**src/rtl/stk_pkg.sv**
```systemverilog
package stk_pkg;
    parameter int BYTE_W    = 8;
    parameter int WORD_W    = 2 * BYTE_W;
    parameter int IDX_W     = 3;
    parameter int VEC_SHIFT = 3;

    typedef enum logic [2:0] {
        OP_PUSH    = 3'd0,
        OP_POP     = 3'd1,
        OP_CALL    = 3'd2,
        OP_RET     = 3'd3,
        OP_RESTART = 3'd4
    } stk_op_e;

    typedef enum logic [2:0] {
        ST_IDLE,
        ST_WR_HI,
        ST_WR_LO,
        ST_RD_LO,
        ST_RD_HI
    } stk_state_e;

    function automatic logic op_known(logic [2:0] op);
        return op <= 3'd4;
    endfunction

    function automatic logic op_writes(logic [2:0] op);
        return (op == OP_PUSH) || (op == OP_CALL) || (op == OP_RESTART);
    endfunction

    function automatic logic [WORD_W-1:0] restart_vector(logic [IDX_W-1:0] idx);
        return WORD_W'(idx) << VEC_SHIFT;
    endfunction
endpackage

```
**src/rtl/stk_ptr.sv**
```systemverilog
module stk_ptr
    import stk_pkg::*;
#(
    parameter logic [WORD_W-1:0] SP_RESET = '0
) (
    input  logic              clk,
    input  logic              rst,
    input  logic              load,
    input  logic [WORD_W-1:0] load_val,
    input  logic              dec,
    input  logic              inc,
    output logic [WORD_W-1:0] sp
);
    always_ff @(posedge clk) begin
        if (rst)       sp <= SP_RESET;
        else if (load) sp <= load_val;
        else if (dec)  sp <= sp - 1'b1;
        else if (inc)  sp <= sp + 1'b1;
    end
endmodule

```
**src/rtl/stk_ctrl.sv**
```systemverilog
module stk_ctrl
    import stk_pkg::*;
(
    input  logic       clk,
    input  logic       rst,
    input  logic       cmd_valid,
    input  logic [2:0] cmd_op,
    input  logic       sp_load,
    input  logic       mem_ready,
    output logic       accept,
    output logic       load_en,
    output logic       busy,
    output logic       wr,
    output logic       rd,
    output logic       hi,
    output logic       dec,
    output logic       inc,
    output logic       rd_lo_take,
    output logic       finish,
    output stk_op_e    op_q
);
    stk_state_e state, state_nx;
    logic       idle;

    assign idle       = (state == ST_IDLE);
    assign load_en    = idle && sp_load;
    assign accept     = idle && !sp_load && cmd_valid && op_known(cmd_op);
    assign busy       = !idle;
    assign wr         = (state == ST_WR_HI) || (state == ST_WR_LO);
    assign rd         = (state == ST_RD_LO) || (state == ST_RD_HI);
    assign hi         = (state == ST_WR_HI) || (state == ST_RD_HI);
    assign dec        = wr && mem_ready;
    assign inc        = rd && mem_ready;
    assign rd_lo_take = (state == ST_RD_LO) && mem_ready;
    assign finish     = mem_ready && ((state == ST_WR_LO) || (state == ST_RD_HI));

    always_comb begin
        state_nx = state;
        unique case (state)
            ST_IDLE:  if (accept) state_nx = op_writes(cmd_op) ? ST_WR_HI : ST_RD_LO;
            ST_WR_HI: if (mem_ready) state_nx = ST_WR_LO;
            ST_WR_LO: if (mem_ready) state_nx = ST_IDLE;
            ST_RD_LO: if (mem_ready) state_nx = ST_RD_HI;
            ST_RD_HI: if (mem_ready) state_nx = ST_IDLE;
            default:  state_nx = ST_IDLE;
        endcase
    end

    always_ff @(posedge clk) begin
        if (rst) begin
            state <= ST_IDLE;
            op_q  <= OP_PUSH;
        end else begin
            state <= state_nx;
            if (accept) op_q <= stk_op_e'(cmd_op);
        end
    end
endmodule

```
**src/rtl/stk_data.sv**
```systemverilog
module stk_data
    import stk_pkg::*;
(
    input  logic              clk,
    input  logic              rst,
    input  logic              accept,
    input  logic [2:0]        cmd_op,
    input  logic [WORD_W-1:0] cmd_data,
    input  logic [WORD_W-1:0] cmd_pc,
    input  logic              hi,
    input  logic              rd_lo_take,
    input  logic [BYTE_W-1:0] mem_rdata,
    output logic [BYTE_W-1:0] wbyte,
    output logic [WORD_W-1:0] target_q,
    output logic [WORD_W-1:0] popped
);
    logic [WORD_W-1:0] word_q;
    logic [BYTE_W-1:0] lo_q;

    always_ff @(posedge clk) begin
        if (rst) begin
            word_q   <= '0;
            target_q <= '0;
            lo_q     <= '0;
        end else begin
            if (accept) begin
                word_q   <= (cmd_op == OP_PUSH) ? cmd_data : cmd_pc;
                target_q <= cmd_data;
            end
            if (rd_lo_take) lo_q <= mem_rdata;
        end
    end

    assign wbyte  = hi ? word_q[WORD_W-1:BYTE_W] : word_q[BYTE_W-1:0];
    assign popped = {mem_rdata, lo_q};
endmodule

```
**src/rtl/stk_seq.sv**
```systemverilog
module stk_seq
    import stk_pkg::*;
#(
    parameter logic [WORD_W-1:0] SP_RESET = '0
) (
    input  logic              clk,
    input  logic              rst,
    input  logic              cmd_valid,
    input  logic [2:0]        cmd_op,
    input  logic [WORD_W-1:0] cmd_data,
    input  logic [WORD_W-1:0] cmd_pc,
    input  logic              sp_load,
    input  logic [WORD_W-1:0] sp_load_val,
    output logic              busy,
    output logic              done,
    output logic [WORD_W-1:0] sp,
    output logic [WORD_W-1:0] pc_out,
    output logic [WORD_W-1:0] pop_data,
    output logic [WORD_W-1:0] mem_addr,
    output logic [BYTE_W-1:0] mem_wdata,
    input  logic [BYTE_W-1:0] mem_rdata,
    output logic              mem_rd,
    output logic              mem_wr,
    input  logic              mem_ready
);
    logic              accept, load_en, hi, dec, inc, rd_lo_take, finish;
    stk_op_e           op_q;
    logic [WORD_W-1:0] target_q, popped;

    stk_ctrl u_ctrl (
        .clk(clk), .rst(rst), .cmd_valid(cmd_valid), .cmd_op(cmd_op),
        .sp_load(sp_load), .mem_ready(mem_ready), .accept(accept),
        .load_en(load_en), .busy(busy), .wr(mem_wr), .rd(mem_rd), .hi(hi),
        .dec(dec), .inc(inc), .rd_lo_take(rd_lo_take), .finish(finish),
        .op_q(op_q)
    );

    stk_ptr #(.SP_RESET(SP_RESET)) u_ptr (
        .clk(clk), .rst(rst), .load(load_en), .load_val(sp_load_val),
        .dec(dec), .inc(inc), .sp(sp)
    );

    stk_data u_data (
        .clk(clk), .rst(rst), .accept(accept), .cmd_op(cmd_op),
        .cmd_data(cmd_data), .cmd_pc(cmd_pc), .hi(hi),
        .rd_lo_take(rd_lo_take), .mem_rdata(mem_rdata), .wbyte(mem_wdata),
        .target_q(target_q), .popped(popped)
    );

    // Writes go to the slot below the pointer; reads come from the pointer.
    assign mem_addr = mem_wr ? (sp - 1'b1) : sp;

    always_ff @(posedge clk) begin
        if (rst) begin
            pc_out   <= '0;
            pop_data <= '0;
            done     <= 1'b0;
        end else begin
            done <= finish;
            if (finish) begin
                unique case (op_q)
                    OP_POP:     pop_data <= popped;
                    OP_RET:     pc_out   <= popped;
                    OP_CALL:    pc_out   <= target_q;
                    OP_RESTART: pc_out   <= restart_vector(target_q[IDX_W-1:0]);
                    default:    ;
                endcase
            end
        end
    end

    AST_STROBE_EXCL: assert property (@(posedge clk) disable iff (rst)
        !(mem_rd && mem_wr));
    AST_WR_HOLD: assert property (@(posedge clk) disable iff (rst)
        (mem_wr && !mem_ready) |=> (mem_wr && $stable(mem_addr) && $stable(mem_wdata)));
    AST_RD_HOLD: assert property (@(posedge clk) disable iff (rst)
        (mem_rd && !mem_ready) |=> (mem_rd && $stable(mem_addr)));
    AST_PUSH_PREDEC: assert property (@(posedge clk) disable iff (rst)
        (mem_wr && mem_ready) |=> (sp == $past(mem_addr)));
    AST_POP_POSTINC: assert property (@(posedge clk) disable iff (rst)
        (mem_rd && mem_ready) |=> (sp == WORD_W'($past(mem_addr) + 1'b1)));
    AST_DONE_IDLE: assert property (@(posedge clk) disable iff (rst)
        done |-> !busy);
    AST_IDLE_QUIET: assert property (@(posedge clk) disable iff (rst)
        !busy |-> (!mem_rd && !mem_wr));
endmodule

```
**config.mk**
```make
export PLATFORM = sky130hd
export DESIGN_NAME = stk_seq
export DESIGN_NICKNAME = d
export VERILOG_FILES = /design/src/rtl/stk_pkg.sv /design/src/rtl/stk_ptr.sv /design/src/rtl/stk_ctrl.sv /design/src/rtl/stk_data.sv /design/src/rtl/stk_seq.sv
export SDC_FILE = /design/constraint.sdc
export NUM_CORES = 1
export LEC_CHECK = 0
export ABC_CLOCK_PERIOD_IN_PS = 7800
export BUFFER_PORTS_ARGS = -buffer_cell sky130_fd_sc_hd__buf_2
export CELL_PAD_IN_SITES_DETAIL_PLACEMENT = 1
export CELL_PAD_IN_SITES_GLOBAL_PLACEMENT = 1
export CORE_MARGIN = 3
export CORE_UTILIZATION = 43
export DETAILED_ROUTE_END_ITERATION = 12
export PLACE_DENSITY = 0.95
export SLEW_MARGIN = 20
export SYNTH_ARGS = -nofsm -noshare
export SYNTH_HDL_FRONTEND = slang
export SYNTH_HIERARCHICAL = 1
export SYNTH_SLANG_ARGS = --single-unit
```
**constraint.sdc**
```tcl
create_clock -name clk -period 7.8 [get_ports clk]
set_clock_uncertainty 0.2 [all_clocks]
set_input_delay 1.56 -clock clk [delete_from_list [all_inputs] [get_ports clk]]
set_output_delay 1.56 -clock clk [all_outputs]
set_load 0.01 [all_outputs]
```
==> metrics.txt <==
die footprint=14230 um2; register clock-pin slew on the reported worst setup and hold paths=0.07 ns; post-CTS resize count=0; initial antenna violation count=0; # fillers=1507; Gate Count Post-Synth=644; crit path kind=reg -> out; status=finished clean; internal power=854.8 uW; power share of the sequential group=43.1%; # rows=40; Post-synth EDFFs=0; P_sw=377.9 uW; hold buffer count at CTS=0; core area=12260 um2; syn avg cell area=8.572 um2; CTS tree=built; sequential area share after synthesis=34.45%; Leak=2.677 nW; GR Overflow Total=0; area leader, netlist=dfxtp_1; maximum VDD drop=0.00007745 V; total iterations of the first detailed-routing run=5; detailed placement HPWL=13170 um; GR Util All Layers=24.90%; vias in the first global route=5486; ANT nets after route=0; Yosys top cell area share=34.45%; # IOs=140; asr flop ratio synth=0%; worst endpoint data arrival time=2.81 ns; H-tree depth=3; Logic pwr share=19.4%; PortBufs=139; Synth Warn #=6; Die X=119.3 um; setup TNS=0 ns; Max Freq=218.8 MHz; worst slew pin tran=1.060 ns; Worst slew margin=29.09%; TritonCTS Buffers=9; Critical Path Fanout Max=11; DR WL/cell=19.88 um; RD Place Congestion=0.8709; layout cell share with drive strength beyond 1=23.77%; worst skew pair latency=0.35 ns; first-pass GRT wire length=28910 um; synth top area cells=dfxtp_1, nor2_1, mux2i_1; Setup crit end kind=output port; via count=5417; Synth Net Count=724; Synth cell types=69; final max-slew violation count=0; Die H=119.3 um; Clk network pwr share=37.6%; Post-synth top flop=dfxtp_1; fin crit share=58.60%; Worst Hold Class=reg -> reg; Longest Clk Path Bufs=2; Seq cells post-synth=95; Overall Power=1.233 mW; n_diodes=0; Period minus WS final=4.571 ns; Post-Route WL=18230 um; Final Net Count=824; mapped cell area=5520 um2; max-cap viol count=0; final setup fails=0; Setup Fix Bufs, Post-CTS=0; DRT iter0 DRCs=349; Num Clock Sinks=95; Pwr per Cell Area=191.5 nW/um2; vias per std cell=5.907; final core occ=52.51%; Initial Util=45.02%; area delta synth->final=16.64%; switching share of total power=30.66%; Root Buffer=clkbuf_16; RSZ-0062 raised after global routing=false; Startpoint Class=flip-flop; final hold vios=0; DRC viols=0; Req. time, crit path=6.04 ns; largest net degree at the start of global routing=85
per-stage QoR:
stage          hold slack [ns]  cells  setup slack, ns  cell area (um2)
3_3_place_gp            0.2384    901            3.567             6131
2_1_floorplan           0.2440    644            3.970             5520
5_1_grt                 0.2863    917            2.893             6439
4_1_cts                 0.2673    917            3.223             6435
6_report                0.2610    917            3.229             6439
3_5_place_dp            0.2557    901            3.409             6131
cells in the mapped netlist (3+ instances only):
cell type,number
dfxtp_1,95
nor2_1,90
nand2_1,59
a21oi_1,44
mux2i_1,31
clkbuf_1,26
a311oi_1,17
o31ai_1,16
or4b_1,16
a221oi_1,15
ha_1,15
nor3_1,15
xnor2_1,15
nand2b_1,13
o21ai_0,13
a22o_1,12
buf_4,11
inv_1,11
xor2_1,10
mux2_1,8
a211oi_1,7
and3_1,7
buf_6,6
buf_2,5
nand3_1,5
o21a_1,5
a21o_1,3
and2_1,3
buf_1,3
clkbuf_8,3
nor3b_1,3
nor4b_1,3
o21ai_1,3
o21bai_1,3
o221ai_1,3
o22a_1,3
o22ai_1,3
or4_1,3
registers in the layout, indices dropped and copies added (netlist names):
signal,count
done,1
pc_out,16
pop_data,16
u_ctrl/op_q,3
u_ctrl/state,3
u_data/lo_q,8
u_data/target_q,16
u_data/word_q,16
u_ptr/sp,16
routing by layer:
metal	up-vias	GRT usage, %	wire (um)
met4	0	8.661	349
li1	2547	-	-
met5	-	0	0
met1	2686	31.05	7838
met2	150	42.85	9095
met3	34	4.843	945
cell usage in the layout, fill, tap and decap left out, types with 3 or more instances in the layout:
| cell type | netlist | layout |
|---|---|---|
| dfxtp_1 | 95 | 95 |
| nand2b_1 | 13 | 13 |
| a22o_1 | 12 | 12 |
| a21oi_1 | 44 | 44 |
| ha_1 | 15 | 15 |
| o221ai_1 | 3 | 3 |
| mux2_1 | 8 | 8 |
| buf_4 | 11 | 4 |
| a21o_1 | 3 | 3 |
| nand3_1 | 5 | 5 |
| nor3_1 | 15 | 15 |
| buf_2 | 5 | 139 |
| and3_1 | 7 | 7 |
| o31ai_1 | 16 | 16 |
| a311oi_1 | 17 | 17 |
| a221oi_1 | 15 | 15 |
| nor3b_1 | 3 | 3 |
| nor4b_1 | 3 | 3 |
| xnor2_1 | 15 | 15 |
| or4b_1 | 16 | 16 |
| o21a_1 | 5 | 5 |
| o22ai_1 | 3 | 3 |
| o21bai_1 | 3 | 3 |
| inv_1 | 11 | 11 |
| o22a_1 | 3 | 3 |
| nor2_1 | 90 | 90 |
| xor2_1 | 10 | 10 |
| and2_1 | 3 | 3 |
| or4_1 | 3 | 3 |
| o21ai_0 | 13 | 13 |
| clkbuf_16 | 0 | 9 |
| a211oi_1 | 7 | 7 |
| nand2_1 | 59 | 59 |
| mux2i_1 | 31 | 31 |
cell families (layout without fill, tap and decap cells):
logic type,Yosys count,count (layout),synth area share [%]
buf+inv,65,170,6.641
fa+ha+maj,16,16,3.762
mux,40,40,7.457
flops,95,95,34.45
xor+xnor,25,25,3.966
simple gates,234,234,21.65
compound gates,169,169,22.08
power groups by stage:
stage | clock network, mW | logic (mW) | registers (mW)
6_report | 0.463 | 0.239 | 0.531
3_3_place_gp | 0 | 0.221 | 0.539
2_1_floorplan | 0 | 0.163 | 0.535
5_1_grt | 0.491 | 0.259 | 0.534
4_1_cts | 0.469 | 0.237 | 0.530
3_5_place_dp | 0 | 0.235 | 0.541
final cells by class:
| cell class | instances | area (um2) | area share [%] |
|---|---|---|---|
| clock buffers | 9 | 225.2 | 3.498 |
| clock inverters | 7 | 78.83 | 1.224 |
| inverters | 11 | 41.29 | 0.6413 |
| multi-input cells | 484 | 3256 | 50.56 |
| flip-flops and latches | 95 | 1902 | 29.54 |
| well taps | 168 | 210.2 | 3.265 |
| repair buffers | 143 | 725.7 | 11.27 |
final timing paths:
| kind | start | end | slack (ns) | depth (start not counted) |
|---|---|---|---|---|
| worst max-delay path | u_ctrl/state[0] | mem_addr[12] | 3.23 | 7 |
| worst max register to register | u_ctrl/state[0] | u_ptr/sp[13] | 3.82 | 10 |
| worst min register to register | pop_data[7] | pop_data[7] | 0.26 | 2 |
| worst min-delay path | pop_data[7] | pop_data[7] | 0.26 | 2 |
critical path, stage by stage (launching register included):
cell	delay, ns
dfxtp_1	0.57
xnor2_1	0.13
nor2_1	0.47
nor4b_1	0.36
nand2_1	0.26
nor3b_1	0.31
xor2_1	0.19
buf_2	0.16
Power figures use the tool's default switching activity.
